[src/rtl/dramc_pkg.sv]
// Package for the DRAM controller: the sequencer state type and a helper
// that tells which states hold the row strobe low.
package dramc_pkg;

    typedef enum logic [2:0] {
        ST_IDLE,     // no row open, all strobes high
        ST_ACT,      // row strobe low, row address out
        ST_COL,      // column strobe low, column address out
        ST_OPEN,     // row held open, waiting for a request
        ST_CLOSE,    // row must close, waiting for minimum active time
        ST_PRE,      // precharge, all strobes high
        ST_REF_CAS,  // refresh: column strobe leads
        ST_REF_RAS   // refresh: both strobes low
    } dram_state_e;

    // True for the states in which the row strobe is asserted.
    function automatic logic ras_active(dram_state_e s);
        return (s == ST_ACT) || (s == ST_COL) || (s == ST_OPEN) ||
               (s == ST_CLOSE) || (s == ST_REF_RAS);
    endfunction

endpackage

[src/rtl/dramc_refresh_timer.sv]
// Free-running refresh interval timer. Raises pend once every INTERVAL
// cycles and holds it until the sequencer acknowledges that a refresh has
// started. An expiry that coincides with the acknowledge keeps pend set.
// Assumes INTERVAL >= 2.
module dramc_refresh_timer #(
    parameter int INTERVAL = 200
) (
    input  logic clk,
    input  logic rst_n,
    input  logic ack,
    output logic pend
);
    localparam int CW = $clog2(INTERVAL);

    logic [CW-1:0] cnt;
    logic          wrap;

    assign wrap = (cnt == CW'(INTERVAL - 1));

    // Count the interval and keep the pending flag.
    always_ff @(posedge clk) begin
        if (!rst_n) begin
            cnt  <= '0;
            pend <= 1'b0;
        end else begin
            cnt <= wrap ? '0 : cnt + 1'b1;
            if (wrap)
                pend <= 1'b1;
            else if (ack)
                pend <= 1'b0;
        end
    end
endmodule

[src/rtl/dramc_ras_guard.sv]
// Tracks how long the row strobe has been low. ok goes high in the cycle
// after which the row has been active for T_RAS cycles, so the strobe may
// rise at the next edge. Assumes ras_low is a registered state decode.
module dramc_ras_guard #(
    parameter int T_RAS = 5
) (
    input  logic clk,
    input  logic rst_n,
    input  logic ras_low,
    output logic ok
);
    generate
        if (T_RAS <= 1) begin : g_free
            assign ok = 1'b1;
        end else begin : g_count
            localparam int CW = $clog2(T_RAS + 1);
            logic [CW-1:0] cnt;

            // Count active cycles, saturating at the limit.
            always_ff @(posedge clk) begin
                if (!rst_n || !ras_low)
                    cnt <= '0;
                else if (cnt != CW'(T_RAS))
                    cnt <= cnt + 1'b1;
            end

            assign ok = ras_low && (cnt >= CW'(T_RAS - 1));
        end
    endgenerate
endmodule

[src/rtl/dramc_addr_mux.sv]
// Splits the flat address into row (upper bits) and column (lower bits)
// and selects one of them, zero-extended, onto the shared address pins.
module dramc_addr_mux #(
    parameter int ROW_W = 4,
    parameter int COL_W = 4,
    parameter int MAW   = 4
) (
    input  logic [ROW_W+COL_W-1:0] addr,
    input  logic                   sel_col,
    output logic [MAW-1:0]         pins
);
    logic [MAW-1:0] row_ext, col_ext;

    assign row_ext = MAW'(addr[ROW_W+COL_W-1:COL_W]);
    assign col_ext = MAW'(addr[COL_W-1:0]);

    // Drive the column during column cycles, the row otherwise.
    always_comb pins = sel_col ? col_ext : row_ext;
endmodule

[src/rtl/dram_ctrl.sv]
// Asynchronous DRAM controller with page mode and CAS-before-RAS refresh.
// One sequencer handles activation, column cycles, precharge and refresh.
// All timing limits are cycle counts. Assumes T_RCD, T_CL, T_RP, T_RAS
// are at least 1 and that the memory settles read data within a cycle.
module dram_ctrl #(
    parameter int ROW_W        = 4,
    parameter int COL_W        = 4,
    parameter int DW           = 8,
    parameter int T_RCD        = 2,
    parameter int T_CL         = 2,
    parameter int T_RP         = 2,
    parameter int T_RAS        = 5,
    parameter int REF_INTERVAL = 200,
    localparam int AW  = ROW_W + COL_W,
    localparam int MAW = (ROW_W > COL_W) ? ROW_W : COL_W
) (
    input  logic           clk,
    input  logic           rst_n,
    input  logic [AW-1:0]  cpu_addr,
    input  logic [DW-1:0]  cpu_wdata,
    input  logic           cpu_rd,
    input  logic           cpu_wr,
    output logic           cpu_ready,
    output logic [DW-1:0]  cpu_rdata,
    output logic [MAW-1:0] dram_addr,
    output logic           dram_ras_n,
    output logic           dram_cas_n,
    output logic           dram_we_n,
    output logic           dram_oe_n,
    output logic [DW-1:0]  dram_dq_out,
    output logic           dram_dq_oe,
    input  logic [DW-1:0]  dram_dq_in
);
    import dramc_pkg::*;

    localparam int TMAX  = (T_RCD > T_CL ? (T_RCD > T_RP ? (T_RCD > T_RAS ? T_RCD : T_RAS)
                                                         : (T_RP > T_RAS ? T_RP : T_RAS))
                                         : (T_CL > T_RP ? (T_CL > T_RAS ? T_CL : T_RAS)
                                                        : (T_RP > T_RAS ? T_RP : T_RAS)));
    localparam int TMR_W = $clog2(TMAX + 1);

    dram_state_e      state, state_nxt;
    logic [TMR_W-1:0] tmr, tmr_load;
    logic             ref_pend, ref_ack, ras_ok;
    logic             accept, hit, tmr_done, col_last;
    logic             row_valid, req_live, req_wr;
    logic [AW-1:0]    req_addr;
    logic [DW-1:0]    req_wdata, rdata_q;
    logic [ROW_W-1:0] open_row;

    dramc_refresh_timer #(.INTERVAL(REF_INTERVAL)) u_refresh (
        .clk(clk), .rst_n(rst_n), .ack(ref_ack), .pend(ref_pend)
    );

    dramc_ras_guard #(.T_RAS(T_RAS)) u_guard (
        .clk(clk), .rst_n(rst_n), .ras_low(ras_active(state)), .ok(ras_ok)
    );

    dramc_addr_mux #(.ROW_W(ROW_W), .COL_W(COL_W), .MAW(MAW)) u_amux (
        .addr(req_addr), .sel_col(state == ST_COL), .pins(dram_addr)
    );

    assign cpu_ready = ((state == ST_IDLE) || (state == ST_OPEN)) && !ref_pend;
    assign accept    = cpu_ready && (cpu_rd || cpu_wr);
    assign hit       = row_valid && (cpu_addr[AW-1:COL_W] == open_row);
    assign tmr_done  = (tmr == '0);
    assign col_last  = (state == ST_COL) && tmr_done;
    assign ref_ack   = (state_nxt == ST_REF_CAS) && (state != ST_REF_CAS);

    // Next-state choice of the sequencer.
    always_comb begin
        state_nxt = state;
        unique case (state)
            ST_IDLE:    if (ref_pend) state_nxt = ST_REF_CAS;
                        else if (accept) state_nxt = ST_ACT;
            ST_ACT:     if (tmr_done) state_nxt = ST_COL;
            ST_COL:     if (tmr_done) state_nxt = ST_OPEN;
            ST_OPEN:    if (ref_pend || (accept && !hit))
                            state_nxt = ras_ok ? ST_PRE : ST_CLOSE;
                        else if (accept) state_nxt = ST_COL;
            ST_CLOSE:   if (ras_ok) state_nxt = ST_PRE;
            ST_PRE:     if (tmr_done) begin
                            if (req_live)      state_nxt = ST_ACT;
                            else if (ref_pend) state_nxt = ST_REF_CAS;
                            else               state_nxt = ST_IDLE;
                        end
            ST_REF_CAS: state_nxt = ST_REF_RAS;
            ST_REF_RAS: if (tmr_done) state_nxt = ST_PRE;
            default:    state_nxt = ST_IDLE;
        endcase
    end

    // Cycle count each state must last, loaded on entry.
    always_comb begin
        unique case (state_nxt)
            ST_ACT:     tmr_load = TMR_W'(T_RCD - 1);
            ST_COL:     tmr_load = TMR_W'(T_CL - 1);
            ST_PRE:     tmr_load = TMR_W'(T_RP - 1);
            ST_REF_RAS: tmr_load = TMR_W'(T_RAS - 1);
            default:    tmr_load = '0;
        endcase
    end

    // State register and the shared state timer.
    always_ff @(posedge clk) begin
        if (!rst_n) begin
            state <= ST_IDLE;
            tmr   <= '0;
        end else begin
            state <= state_nxt;
            if (state_nxt != state) tmr <= tmr_load;
            else if (!tmr_done)     tmr <= tmr - 1'b1;
        end
    end

    // Latch an accepted request and track it until its column cycle ends.
    always_ff @(posedge clk) begin
        if (!rst_n) begin
            req_live  <= 1'b0;
            req_wr    <= 1'b0;
            req_addr  <= '0;
            req_wdata <= '0;
        end else if (accept) begin
            req_live  <= 1'b1;
            req_wr    <= cpu_wr;
            req_addr  <= cpu_addr;
            req_wdata <= cpu_wdata;
        end else if (col_last) begin
            req_live  <= 1'b0;
        end
    end

    // Remember which row is open for page-hit detection.
    always_ff @(posedge clk) begin
        if (!rst_n) begin
            row_valid <= 1'b0;
            open_row  <= '0;
        end else if (state == ST_ACT) begin
            row_valid <= 1'b1;
            open_row  <= req_addr[AW-1:COL_W];
        end else if (state == ST_PRE) begin
            row_valid <= 1'b0;
        end
    end

    // Capture read data at the end of the last column cycle.
    always_ff @(posedge clk) begin
        if (!rst_n)                  rdata_q <= '0;
        else if (col_last && !req_wr) rdata_q <= dram_dq_in;
    end

    assign cpu_rdata   = rdata_q;
    assign dram_ras_n  = !ras_active(state);
    assign dram_cas_n  = !((state == ST_COL) || (state == ST_REF_CAS) || (state == ST_REF_RAS));
    assign dram_we_n   = !((state == ST_COL) && req_wr);
    assign dram_oe_n   = !((state == ST_COL) && !req_wr);
    assign dram_dq_oe  = (state == ST_COL) && req_wr;
    assign dram_dq_out = req_wdata;
endmodule

[config.mk]
export PLATFORM = sky130hd
export DESIGN_NAME = dram_ctrl
export DESIGN_NICKNAME = d
export VERILOG_FILES = /design/src/rtl/dramc_pkg.sv /design/src/rtl/dramc_refresh_timer.sv /design/src/rtl/dramc_ras_guard.sv /design/src/rtl/dramc_addr_mux.sv /design/src/rtl/dram_ctrl.sv
export SDC_FILE = /design/constraint.sdc
export NUM_CORES = 1
export LEC_CHECK = 0
export ABC_AREA = 0
export CORE_AREA = 2 2 66 130
export CTS_CLUSTER_DIAMETER = 60
export DETAILED_ROUTE_END_ITERATION = 10
export DIE_AREA = 0 0 68 132
export GPL_ROUTABILITY_DRIVEN = 0
export GPL_TIMING_DRIVEN = 1
export PLACE_DENSITY = 0.51
export SYNTH_ARGS = -nofsm -noshare
export SYNTH_HDL_FRONTEND = slang
export SYNTH_SLANG_ARGS = --single-unit
[constraint.sdc]
create_clock -name clk -period 6.9 [get_ports clk]
set_input_delay 1.38 -clock clk [delete_from_list [all_inputs] [get_ports clk]]
set_output_delay 1.38 -clock clk [all_outputs]
set_load 0.005 [all_outputs]
==> summary.md <==
| Metric | Value |
|---|---|
| Status | completed |
| Starting utilization of the core area | 0.292 |
| Final setup viols | 0 |
| Core area | 0.00794 mm2 |
| Slew Limit Headroom | 0.417 |
| Family with the most delay on the worst path | simple AND/OR/NAND/NOR gates |
| Peak VDD IR | 0.245 mV |
| Ys Warns | 0 |
| First-pass GRT wire length | 9850 um |
| FF+latch area | 981 um2 |
| Diode count | 0 |
| Cell variety after synth | 51 |
| Grt ovf | 0 |
| Num rows | 46 |
| Die width | 68 um |
| Switching Share | 0.351 |
| MaxCap Viol Count | 0 |
| Largest net degree at the start of global routing | 39 |
| Final core utilization | 0.388 |
| Capture point of the worst reg-to-reg path | tmr[1] |
| Slowest cell on the critical path | or4b_1 |
| Most common cell after layout, fill and taps aside | clkdlybuf4s50_1 |
| Ys flop type | dfxtp_1 |
| Internal | 0.000747 W |
| Max incr delay on CP | 560 ps |
| Reg2Reg Depth | 7 |
| Worst setup path endpoint | tmr[1] |
| Post-synthesis cell area | 0.00232 mm2 |
| Hold crit path type | flop to flop |
| Synthesized area per cell | 8.62 um2 |
| Placed Area | 0.00291 mm2 |
| DR vias | 2031 |
| Fmax | 0.253 GHz |
| Synth area leader | dfxtp_1 |
| Worst path most repeated cell | a31oi_1 |
| Synth Instances | 269 |
| Launch point of the worst reg-to-reg path | state[0] |
| Final Critical Period | 3950 ps |
| Buffer and inverter count on the worst path | 1 |
| Stages on worst setup path | 8 |
| CP Data Required Time | 7100 ps |
| Comb pwr share | 0.417 |
| Register area share after synthesis | 0.423 |
| FF+latch count, synth | 49 |
| Die Footprint | 0.00898 mm2 |
| Area Growth Syn to Fin | 32.8% |
| Drt first pass iters | 4 |
| Clock power frac | 0.254 |
| Pleak | 1.16 nW |
| CTS Buf Count | 5 |
| Unrepaired setup endpoints after global routing | no |
| PD cells | 374 mW/mm2 |
| Hold-fix buffers, CTS | 0 |
| Initial DRC count | 86 |
| Setup CP Type | input pin to flop |
| Final ANT Viol Nets | 0 |
| Sw power | 0.000405 W |
| Mapped Nets | 302 |
| Clk sink count | 49 |
| Top-area cell type share of the netlist area | 0.423 |
| CTS-repair resized insts | 0 |
| Number of synthesized flops with an enable pin | 0 |
| CTS HTree Levels | 2 |
| Clock transition at the registers of the reported paths | 70 ps |
| Clock Latency Late Sink | 300 ps |
| Detailed placement HPWL | 4410 um |
| Placed cells | 407 |
| Routed WL | 6050 um |
| Reg power frac | 0.329 |
| Synth area leaders | dfxtp_1 42%, nand2_1 7.0%, nor2_1 5.8%, mux2i_1 5.2%, a21oi_1 4.7% |
| Layout Cells excl Fill | 415 |
| DRC | 0 |
| Most frequent cells in the layout | 53 x clkdlybuf4s50_1, 49 x dfxtp_1, 43 x nand2_1 |
| CP arrival | 4150 ps |
| CTS tree | done |
| CP cell instances | clkdlybuf4s50_1 > or2_1 > nand3_1 > a31oi_1 > a31oi_1 > or4b_1 > and3_4 > a2111oi_2 |
| Fin. Hold Viols | 0 |
| Setup TNS | 0 ps |
| Worst slew pin tran | 871 ps |
| Max-slew violation count | 0 |
| CP max FO | 17 |
| R2R setup slack | 3620 ps |
| Asr flop ratio synth | 0 |
| Number of post-CTS setup repair buffers | 0 |
| Clk_skew | 4.51 ps |
| CTS Root Cell | clkbuf_16 |
| Number of buffers on the longest clock path | 2 |
| Worst setup EP type | flop |
| Vias per cell | 4.89 |
| Total GRT Usage | 0.145 |
| Port Buffer Count | 53 |
| Post-route cell area | 0.00308 mm2 |
| Initial antenna violation count | 0 |
| IO Pins | 54 |
| Final-layout fill cell count | 831 |
| Layout net count | 351 |
| Proportion of layout cells with a drive suffix above 1 | 0.0721 |
| Worst setup SP type | input pin |
| Final Cycle Share | 0.573 |
| Vias in the first global route | 1968 |
| Die Ht | 132 um |
| Min Hold Slack | 445 ps |
| Multi-input gate area | 0.00123 mm2 |
| Crit. Startpoint | cpu_wr |
| Drt wl/cell | 14.6 um |
==> cell type report <==
type | count | share of cell area
Tap cell | 96 | 0.0390
Multi-Input combinational cell | 198 | 0.398
Clock buffer | 7 | 0.0463
Inverter | 9 | 0.0110
Timing Repair Buffer | 55 | 0.177
Sequential cell | 49 | 0.318
Clock inverter | 1 | 0.00975
==> power groups by stage <==
| stage | sequential (W) | combinational, W | clock, W |
|---|---|---|---|
| after floorplan | 0.000366 | 0.000343 | 0 |
| after global placement | 0.000386 | 0.000477 | 0 |
| after detailed placement | 0.000386 | 0.000480 | 0 |
| after CTS | 0.000380 | 0.000483 | 0.000299 |
| after global routing | 0.000386 | 0.000530 | 0.000311 |
| final | 0.000379 | 0.000480 | 0.000292 |
==> per-layer routing <==
metal / vias to the layer above / track usage / share of wire
met4: 0 / 0.0811 / 0.030
met5: - / 0 / 0
met2: 61 / 0.245 / 0.54
met1: 941 / 0.164 / 0.39
li1: 1013 / - / -
met3: 16 / 0.0248 / 0.037
==> synth_stat cells, types with 4 or more instances <==
master    count
nor2_1       36
o21ai_0       5
nor3_1        4
nand2_1      43
clkbuf_1      6
mux2_2        5
xor2_1        8
a21oi_1      22
dfxtp_1      49
nand3_1       7
xnor2_1       5
ha_1          5
inv_1         8
mux2i_1      12
==> metrics by stage <==
stage | total power [W] | setup WS (ps)
2_1_floorplan | 0.000709 | 3550
3_3_place_gp | 0.000862 | 2700
3_5_place_dp | 0.000866 | 2650
4_1_cts | 0.00116 | 2960
5_1_grt | 0.00123 | 2770
6_report | 0.00115 | 2950
==> how the worst min path moves through the flow <==
| stage | startpoint | end | cells after the start |
|---|---|---|---|
| after floorplan | u_refresh.cnt[0] | u_refresh.cnt[0] | 1 |
| after global placement | u_refresh.cnt[0] | u_refresh.cnt[0] | 1 |
| after detailed placement | u_refresh.cnt[0] | u_refresh.cnt[0] | 1 |
| after CTS | u_refresh.cnt[0] | u_refresh.cnt[0] | 1 |
| after global routing | u_refresh.cnt[0] | u_refresh.cnt[0] | 1 |
| final | u_refresh.cnt[0] | u_refresh.cnt[0] | 1 |
==> kinds of logic after synthesis <==
family          share of synthesized area
compound gates                      0.141
fa+ha+maj                          0.0270
mux                                0.0761
simple gates                        0.224
flops                               0.423
buf+inv                            0.0480
xor+xnor                           0.0610
==> registers in the layout, summed over array words and instances, names as in the netlist <==
name / count
cpu_rdata: 8
tmr: 3
u_guard.g_count.cnt: 3
u_refresh.pend: 1
req_live: 1
open_row: 4
row_valid: 1
u_refresh.cnt: 8
req_wr: 1
req_addr: 8
dram_dq_out: 8
state: 3
Note: power is estimated with default switching activity, not from simulation.
